`src/rtl/arb_pkg.sv`:
```
package arb_pkg;
  localparam int NREQ     = 3;
  localparam int IDX_EXT  = 0;
  localparam int IDX_SDMA = 1;
  localparam int IDX_IDMA = 2;

  typedef enum logic [2:0] {
    ST_IDLE, ST_LOCAL, ST_REQ, ST_FREEWAIT, ST_OWN, ST_HALTWAIT, ST_HCOUNT, ST_EXTOWN
  } arbState_t;

  typedef struct packed {
    logic winLoad;
    logic cntClr;
    logic cntInc;
  } dpStrobe_t;
endpackage

```
`src/rtl/arb_datapath.sv`:
```
module arb_datapath
  import arb_pkg::*;
#(
  parameter int SYNC_STAGES = 2,
  parameter int HOLD_CLKS   = 2
) (
  input  logic            clk,
  input  logic            rstN,
  input  logic            periphMode,
  input  logic            extMasterReq,
  input  logic            sdmaReq,
  input  logic            idmaReq,
  input  logic            sdmaDone,
  input  logic            idmaDone,
  input  logic            busGrantN,
  input  logic            addrStrobeN,
  input  logic            haltN,
  input  logic            extAckN,
  input  dpStrobe_t       strobe,
  output logic            grantSeen,
  output logic            asFree,
  output logic            haltOn,
  output logic            ackFree,
  output logic            anyReq,
  output logic            pickIsExt,
  output logic            winReqLive,
  output logic            ownerDone,
  output logic [NREQ-1:0] winVec,
  output logic            cntDone
);
  localparam int NPIN = 4;
  localparam int CW   = (HOLD_CLKS > 1) ? $clog2(HOLD_CLKS) : 1;

  // pin synchronizers, reset to the negated (high) level
  logic [NPIN-1:0] rawPins;
  logic [NPIN-1:0] syncQ [SYNC_STAGES];
  assign rawPins = {busGrantN, addrStrobeN, haltN, extAckN};

  generate
    for (genvar s = 0; s < SYNC_STAGES; s++) begin : g_sync
      always_ff @(posedge clk) begin
        if (!rstN) syncQ[s] <= '1;
        else if (s == 0) syncQ[s] <= rawPins;
        else syncQ[s] <= syncQ[(s > 0) ? s - 1 : 0];
      end
    end
  endgenerate

  assign grantSeen = !syncQ[SYNC_STAGES-1][3];
  assign asFree    =  syncQ[SYNC_STAGES-1][2];
  assign haltOn    = !syncQ[SYNC_STAGES-1][1];
  assign ackFree   =  syncQ[SYNC_STAGES-1][0];

  // request ranking
  logic [NREQ-1:0] reqVec, doneVec, pick;
  assign reqVec  = {idmaReq, sdmaReq, extMasterReq & periphMode};
  assign doneVec = {idmaDone, sdmaDone, 1'b0};

  always_comb begin
    pick = '0;
    for (int i = NREQ - 1; i >= 0; i--) begin
      if (reqVec[i]) pick = NREQ'(1) << i;
    end
  end

  assign anyReq    = |reqVec;
  assign pickIsExt = pick[IDX_EXT];

  always_ff @(posedge clk) begin
    if (!rstN) winVec <= '0;
    else if (strobe.winLoad) winVec <= pick;
  end

  assign winReqLive = |(reqVec & winVec);
  assign ownerDone  = |(doneVec & winVec);

  // post-strobe hold counter
  logic [CW-1:0] holdCnt;
  always_ff @(posedge clk) begin
    if (!rstN || strobe.cntClr) holdCnt <= '0;
    else if (strobe.cntInc) holdCnt <= holdCnt + 1'b1;
  end
  assign cntDone = (holdCnt == CW'(HOLD_CLKS - 1));

  a_r3_ext_masked: assert property (@(posedge clk) disable iff (!rstN)
    !periphMode |-> !winVec[IDX_EXT]);
  a_r2_winner_onehot: assert property (@(posedge clk) disable iff (!rstN)
    $onehot0(winVec));
endmodule

```
`src/rtl/arb_ctrl.sv`:
```
module arb_ctrl
  import arb_pkg::*;
(
  input  logic            clk,
  input  logic            rstN,
  input  logic            periphMode,
  input  logic            cycleEnd,
  input  logic            grantSeen,
  input  logic            asFree,
  input  logic            haltOn,
  input  logic            ackFree,
  input  logic            anyReq,
  input  logic            pickIsExt,
  input  logic            winReqLive,
  input  logic            ownerDone,
  input  logic [NREQ-1:0] winVec,
  input  logic            cntDone,
  output dpStrobe_t       strobe,
  output logic            busReqN,
  output logic            busAckN,
  output logic [NREQ-1:0] grant,
  output logic            busOe,
  output logic            extOwner
);
  arbState_t state, nextState;

  always_ff @(posedge clk) begin
    if (!rstN) state <= ST_IDLE;
    else state <= nextState;
  end

  always_comb begin
    nextState = state;
    strobe    = '0;
    unique case (state)
      ST_IDLE: begin
        if (!periphMode && haltOn) nextState = ST_HALTWAIT;
        else if (anyReq) begin
          strobe.winLoad = 1'b1;
          if (pickIsExt) nextState = ST_LOCAL;
          else if (periphMode) nextState = ST_REQ;
          else nextState = ST_OWN;
        end
      end
      ST_LOCAL:    if (!winReqLive) nextState = ST_IDLE;
      ST_REQ: begin
        if (!winReqLive) nextState = ST_IDLE;
        else if (grantSeen) nextState = ST_FREEWAIT;
      end
      ST_FREEWAIT: if (asFree && !haltOn && ackFree) nextState = ST_OWN;
      ST_OWN: begin
        if (!periphMode && haltOn && (cycleEnd || ownerDone)) nextState = ST_HALTWAIT;
        else if (ownerDone) nextState = ST_IDLE;
      end
      ST_HALTWAIT: begin
        strobe.cntClr = 1'b1;
        if (asFree) nextState = ST_HCOUNT;
      end
      ST_HCOUNT: begin
        if (!asFree) nextState = ST_HALTWAIT;
        else if (cntDone) nextState = ST_EXTOWN;
        else strobe.cntInc = 1'b1;
      end
      ST_EXTOWN:   if (!haltOn) nextState = ST_IDLE;
      default:     nextState = ST_IDLE;
    endcase
  end

  logic ownsExt;
  assign ownsExt  = (state == ST_OWN) && periphMode;
  assign busReqN  = !((state == ST_REQ) || (state == ST_FREEWAIT) || ownsExt);
  assign busAckN  = !ownsExt;
  assign grant    = ((state == ST_OWN) || (state == ST_LOCAL)) ? winVec : '0;
  assign extOwner = (state == ST_EXTOWN);
  assign busOe    = periphMode ? ownsExt
                  : !((state == ST_HALTWAIT) || (state == ST_HCOUNT) || (state == ST_EXTOWN));

  a_r5_ack_after_free: assert property (@(posedge clk) disable iff (!rstN)
    (!busAckN && $past(busAckN)) |-> $past(asFree && !haltOn && ackFree && grantSeen));
  a_r6_release: assert property (@(posedge clk) disable iff (!rstN)
    (periphMode && !busAckN && ownerDone) |=> (busAckN && busReqN));
  a_r7_no_switch: assert property (@(posedge clk) disable iff (!rstN)
    ((|grant) && $past(|grant)) |-> (grant == $past(grant)));
  a_r8_quiet_handover: assert property (@(posedge clk) disable iff (!rstN)
    extOwner |-> (grant == '0 && !busOe));
  a_r10_strobe_free: assert property (@(posedge clk) disable iff (!rstN)
    $rose(extOwner) |-> ($past(asFree) && $past(asFree, 2)));
endmodule

```
`src/rtl/bus_owner_arb.sv`:
```
module bus_owner_arb
  import arb_pkg::*;
#(
  parameter int SYNC_STAGES = 2,
  parameter int HOLD_CLKS   = 2
) (
  input  logic            clk,
  input  logic            rstN,
  input  logic            periphMode,
  input  logic            extMasterReq,
  input  logic            sdmaReq,
  input  logic            idmaReq,
  input  logic            sdmaDone,
  input  logic            idmaDone,
  input  logic            cycleEnd,
  input  logic            busGrantN,
  input  logic            addrStrobeN,
  input  logic            haltN,
  input  logic            extAckN,
  output logic            busReqN,
  output logic            busAckN,
  output logic [NREQ-1:0] grant,
  output logic            busOe,
  output logic            extOwner
);
  dpStrobe_t       strobe;
  logic            grantSeen, asFree, haltOn, ackFree;
  logic            anyReq, pickIsExt, winReqLive, ownerDone, cntDone;
  logic [NREQ-1:0] winVec;

  arb_datapath #(.SYNC_STAGES(SYNC_STAGES), .HOLD_CLKS(HOLD_CLKS)) u_dp (
    .clk(clk), .rstN(rstN), .periphMode(periphMode),
    .extMasterReq(extMasterReq), .sdmaReq(sdmaReq), .idmaReq(idmaReq),
    .sdmaDone(sdmaDone), .idmaDone(idmaDone),
    .busGrantN(busGrantN), .addrStrobeN(addrStrobeN), .haltN(haltN), .extAckN(extAckN),
    .strobe(strobe), .grantSeen(grantSeen), .asFree(asFree), .haltOn(haltOn),
    .ackFree(ackFree), .anyReq(anyReq), .pickIsExt(pickIsExt),
    .winReqLive(winReqLive), .ownerDone(ownerDone), .winVec(winVec), .cntDone(cntDone)
  );

  arb_ctrl u_ctrl (
    .clk(clk), .rstN(rstN), .periphMode(periphMode), .cycleEnd(cycleEnd),
    .grantSeen(grantSeen), .asFree(asFree), .haltOn(haltOn), .ackFree(ackFree),
    .anyReq(anyReq), .pickIsExt(pickIsExt), .winReqLive(winReqLive),
    .ownerDone(ownerDone), .winVec(winVec), .cntDone(cntDone),
    .strobe(strobe), .busReqN(busReqN), .busAckN(busAckN), .grant(grant),
    .busOe(busOe), .extOwner(extOwner)
  );

  a_r8_single_grant: assert property (@(posedge clk) disable iff (!rstN)
    $onehot0(grant));
endmodule

```
`config.mk`:
```
export PLATFORM = sky130hd
export DESIGN_NAME = bus_owner_arb
export DESIGN_NICKNAME = d
export VERILOG_FILES = /design/src/rtl/arb_pkg.sv /design/src/rtl/arb_datapath.sv /design/src/rtl/arb_ctrl.sv /design/src/rtl/bus_owner_arb.sv
export SDC_FILE = /design/constraint.sdc
export NUM_CORES = 1
export LEC_CHECK = 0
export BUFFER_PORTS_ARGS = -buffer_cell sky130_fd_sc_hd__buf_4
export CAP_MARGIN = 25
export CORE_ASPECT_RATIO = 1.2
export CORE_UTILIZATION = 43
export CTS_BUF_LIST = sky130_fd_sc_hd__clkbuf_8
export DETAILED_ROUTE_END_ITERATION = 10
export PLACE_DENSITY_LB_ADDON = 0.1
export SLEW_MARGIN = 20
export SYNTH_ARGS = -nofsm -noshare
export SYNTH_HDL_FRONTEND = slang
export SYNTH_SLANG_ARGS = --single-unit
```
`constraint.sdc`:
```
create_clock -name clk -period 2.2 [get_ports clk]
set_clock_uncertainty 0.2 [all_clocks]
set_input_delay 0.22 -clock clk [delete_from_list [all_inputs] [get_ports clk]]
set_output_delay 0.22 -clock clk [all_outputs]
set_load 0.02 [all_outputs]
```
==> flow_metrics.py <==
metrics = {
    "status": {
        "status": "completed",
    },
    "yosys": {
        "synth_edf_count": 0,
        "yosysTopAreaCellShare": 0.362,
        "netlist_instances": 102,
        "synth_top_family_by_area": "simple AND/OR/NAND/NOR gates",
        "synthSimpleGateAreaFrac": 0.294,
        "async_flop_share": 0,
        "synth_xor_area_frac": 0.0106,
        "yosysSeqAreaShare": 0.362,
        "yosys.cell_types.count": 37,
        "ys.flop_type": "dfxtp_1",
        "ys_ff_latch": 15,
        "synth_compound_area_frac": 0.252,
        "synth_area_per_cell_um2": 8.13,
        "synthAdderAreaFrac": 0,
        "yosys_warnings": 0,
        "yosys.area.top_type": "dfxtp_1",
        "syn_nets": 115,
        "syn_area_um2": 830,
        "netlist_top_cells_area": "dfxtp_1 36%, nand2b_1 6.8%, and2_1 4.5%, a21oi_1 4.2%, nand2_1 4.1%",
        "synthMuxAreaShare": 0.0241,
    },
    "die": {
        "die_area_um2": 2110,
        "die_w_um": 42.1,
        "die_y_um": 50.1,
        "initial_core_util": 0.453,
        "core-area_um2": 1830,
        "rows": 17,
        "ios": 20,
    },
    "clocking": {
        "cts-root-buf": "clkbuf_8",
        "cts-htree-levels": 1,
        "clock_latency_ps": 240,
        "cts_buffers": 3,
        "clockBufferDepth": 2,
        "cts_sinks": 15,
        "clk_pin_slew_worst_paths_ps": 60,
        "cts_tree": "built",
        "ctsResizeCount": 0,
    },
    "timing": {
        "worst_pin_slew_ps": 457,
        "finalSetupViolations": 0,
        "fin_crit_sh": 0.874,
        "drv_slew": 0,
        "fmax_mhz": 520,
        "min_period_ps": 1920,
        "slew_headroom": 0.695,
        "finalHoldViolations": 0,
        "tns_ps": 0,
        "rsz0062_at_grt": "false",
    },
    "route": {
        "dr.pass1.iters": 4,
        "vias": 796,
        "avgRoutedWirePerCell_um": 12.0,
        "ant_nets": 0,
        "drc": 0,
        "via_per_inst": 5.57,
        "routed_wl_mm": 1.71,
        "drt_iter0_markers": 14,
    },
    "power": {
        "internal_power_w": 0.000675,
        "power.share.switching": 0.387,
        "leakage_nw": 0.429,
        "power.total_w": 0.00110,
        "peakVddDrop_uv": 669,
        "power_density_nw_per_um2": 1050,
        "power_switching_w": 0.000427,
        "p_comb_frac": 0.438,
        "p_seq_frac": 0.369,
        "pwr-share-clk": 0.193,
    },
    "finish": {
        "mostFrequentLayoutCells": "19 x buf_4, 15 x dfxtp_1, 9 x nand2_1, 9 x nand2b_1, 8 x nor2_1",
        "regArea_um2": 300,
        "fill_cells": 169,
        "final_common_cell": "buf_4",
        "area_growth_pct": 26.5,
        "layout-drive-gt1-share": 0.194,
        "layout.cells.non_filler": 143,
        "insertedDiodeCount": 0,
        "multi_input_area_um2": 482,
        "nets": 138,
    },
    "setup_path": {
        "worstPathMaxFanout": 16,
        "worstSetupEndpointType": "flop",
        "cp-start-kind": "flop",
        "r2r_slack_ps": 280,
        "crit_type": "flop to flop",
        "crit_required_ps": 2180,
        "arrival_ps": 1900,
    },
    "grt": {
        "grt_max_degree": 18,
        "grt_remaining_overflow": 0,
        "grt_usage": 0.173,
        "grt_pass1_wl_mm": 2.79,
        "antenna_found_initial": 0,
        "grt_pass1_vias": 678,
    },
    "placed_design": {
        "gp_congestion": 0.813,
        "dp_hpwl_mm": 1.22,
        "dp_cells": 135,
        "io_buffers": 19,
    },
    "hold_path": {
        "hp-class": "input pin to flop",
    },
    "flow_run": {
        "drv_cap": 0,
    },
}
==> registers in the layout (all words and copies together), names as in the netlist <==
signal,count
u_dp.syncQ,8
u_dp.cntDone,1
u_ctrl.state,3
u_dp.winVec,3
==> worst paths after layout <==
kind                            depth (start not counted)               end             start
worst min register to register                          1  u_dp.syncQ[1][2]  u_dp.syncQ[0][2]
worst max-delay path                                    5   u_ctrl.state[0]   u_ctrl.state[2]
worst max register to register                          5   u_ctrl.state[0]   u_ctrl.state[2]
worst min-delay path                                    2  u_dp.syncQ[0][0]              rstN
==> area by class of cell <==
cell class | count | share of cell area
clock inverters | 1 | 0.00477
clock buffers | 3 | 0.0393
flip-flops and latches | 15 | 0.286
well taps | 19 | 0.0226
repair buffers | 23 | 0.174
multi-input cells | 78 | 0.459
inverters | 4 | 0.0143
==> cell families after synthesis <==
kind of cell,count (synthesis)
flip-flops,15
AO/OA/AOI/OAI,30
XOR/XNOR,1
multiplexers,2
AND/OR/NAND/NOR,45
buffers and inverters,9
==> stage by stage <==
stage / util / hold slack [ps] / area [um^2] / setup slack [ps]
after floorplan: - / 93.0 / 830 / 615
after global placement: 0.527 / 188 / 963 / 373
after detailed placement: 0.527 / 196 / 963 / 319
after CTS: 0.574 / 43.7 / 1050 / 281
after global routing: 0.574 / 56.0 / 1050 / 137
final: 0.574 / 49.7 / 1050 / 278
==> per-layer routing <==
layer | track usage | vias up | share of wire
met4 | 0.0885 | 0 | 0.015
met1 | 0.224 | 361 | 0.46
met3 | 0.0366 | 4 | 0.042
met5 | 0 | - | 0
met2 | 0.268 | 19 | 0.48
li1 | - | 412 | -
==> Yosys cell counts, drive strengths merged (2+ instances only) <==
cell,count
dfxtp,15
nand2,9
nand2b,9
nor2,8
a21oi,7
and2,6
o21ai,5
a22oi,4
buf,4
inv,4
nand3,3
nor2b,3
nor3,3
a21boi,2
mux2i,2
==> power by group through the flow <==
stage               registers, W  logic, W  clock network [W]
floorplan               0.000354  0.000416                  0
global placement        0.000408  0.000474                  0
detailed placement      0.000410  0.000473                  0
CTS                     0.000404  0.000482           0.000221
global route            0.000418  0.000540           0.000236
finish                  0.000406  0.000483           0.000213
==> worst max-delay path, cell delays in order, from the launching register on <==
cell	delay, ps
dfxtp_1	600
or4bb_1	450
o221ai_1	110
o21ai_0	160
nand3_1	160
mux2i_1	180
==> repair_timing <==
item / 4_1_cts / 5_1_grt
buffers inserted: 0 / 0
hold buffers: 4 / 0
endpoints found under the hold margin: 4 / 0
Power figures use the tool's default switching activity.
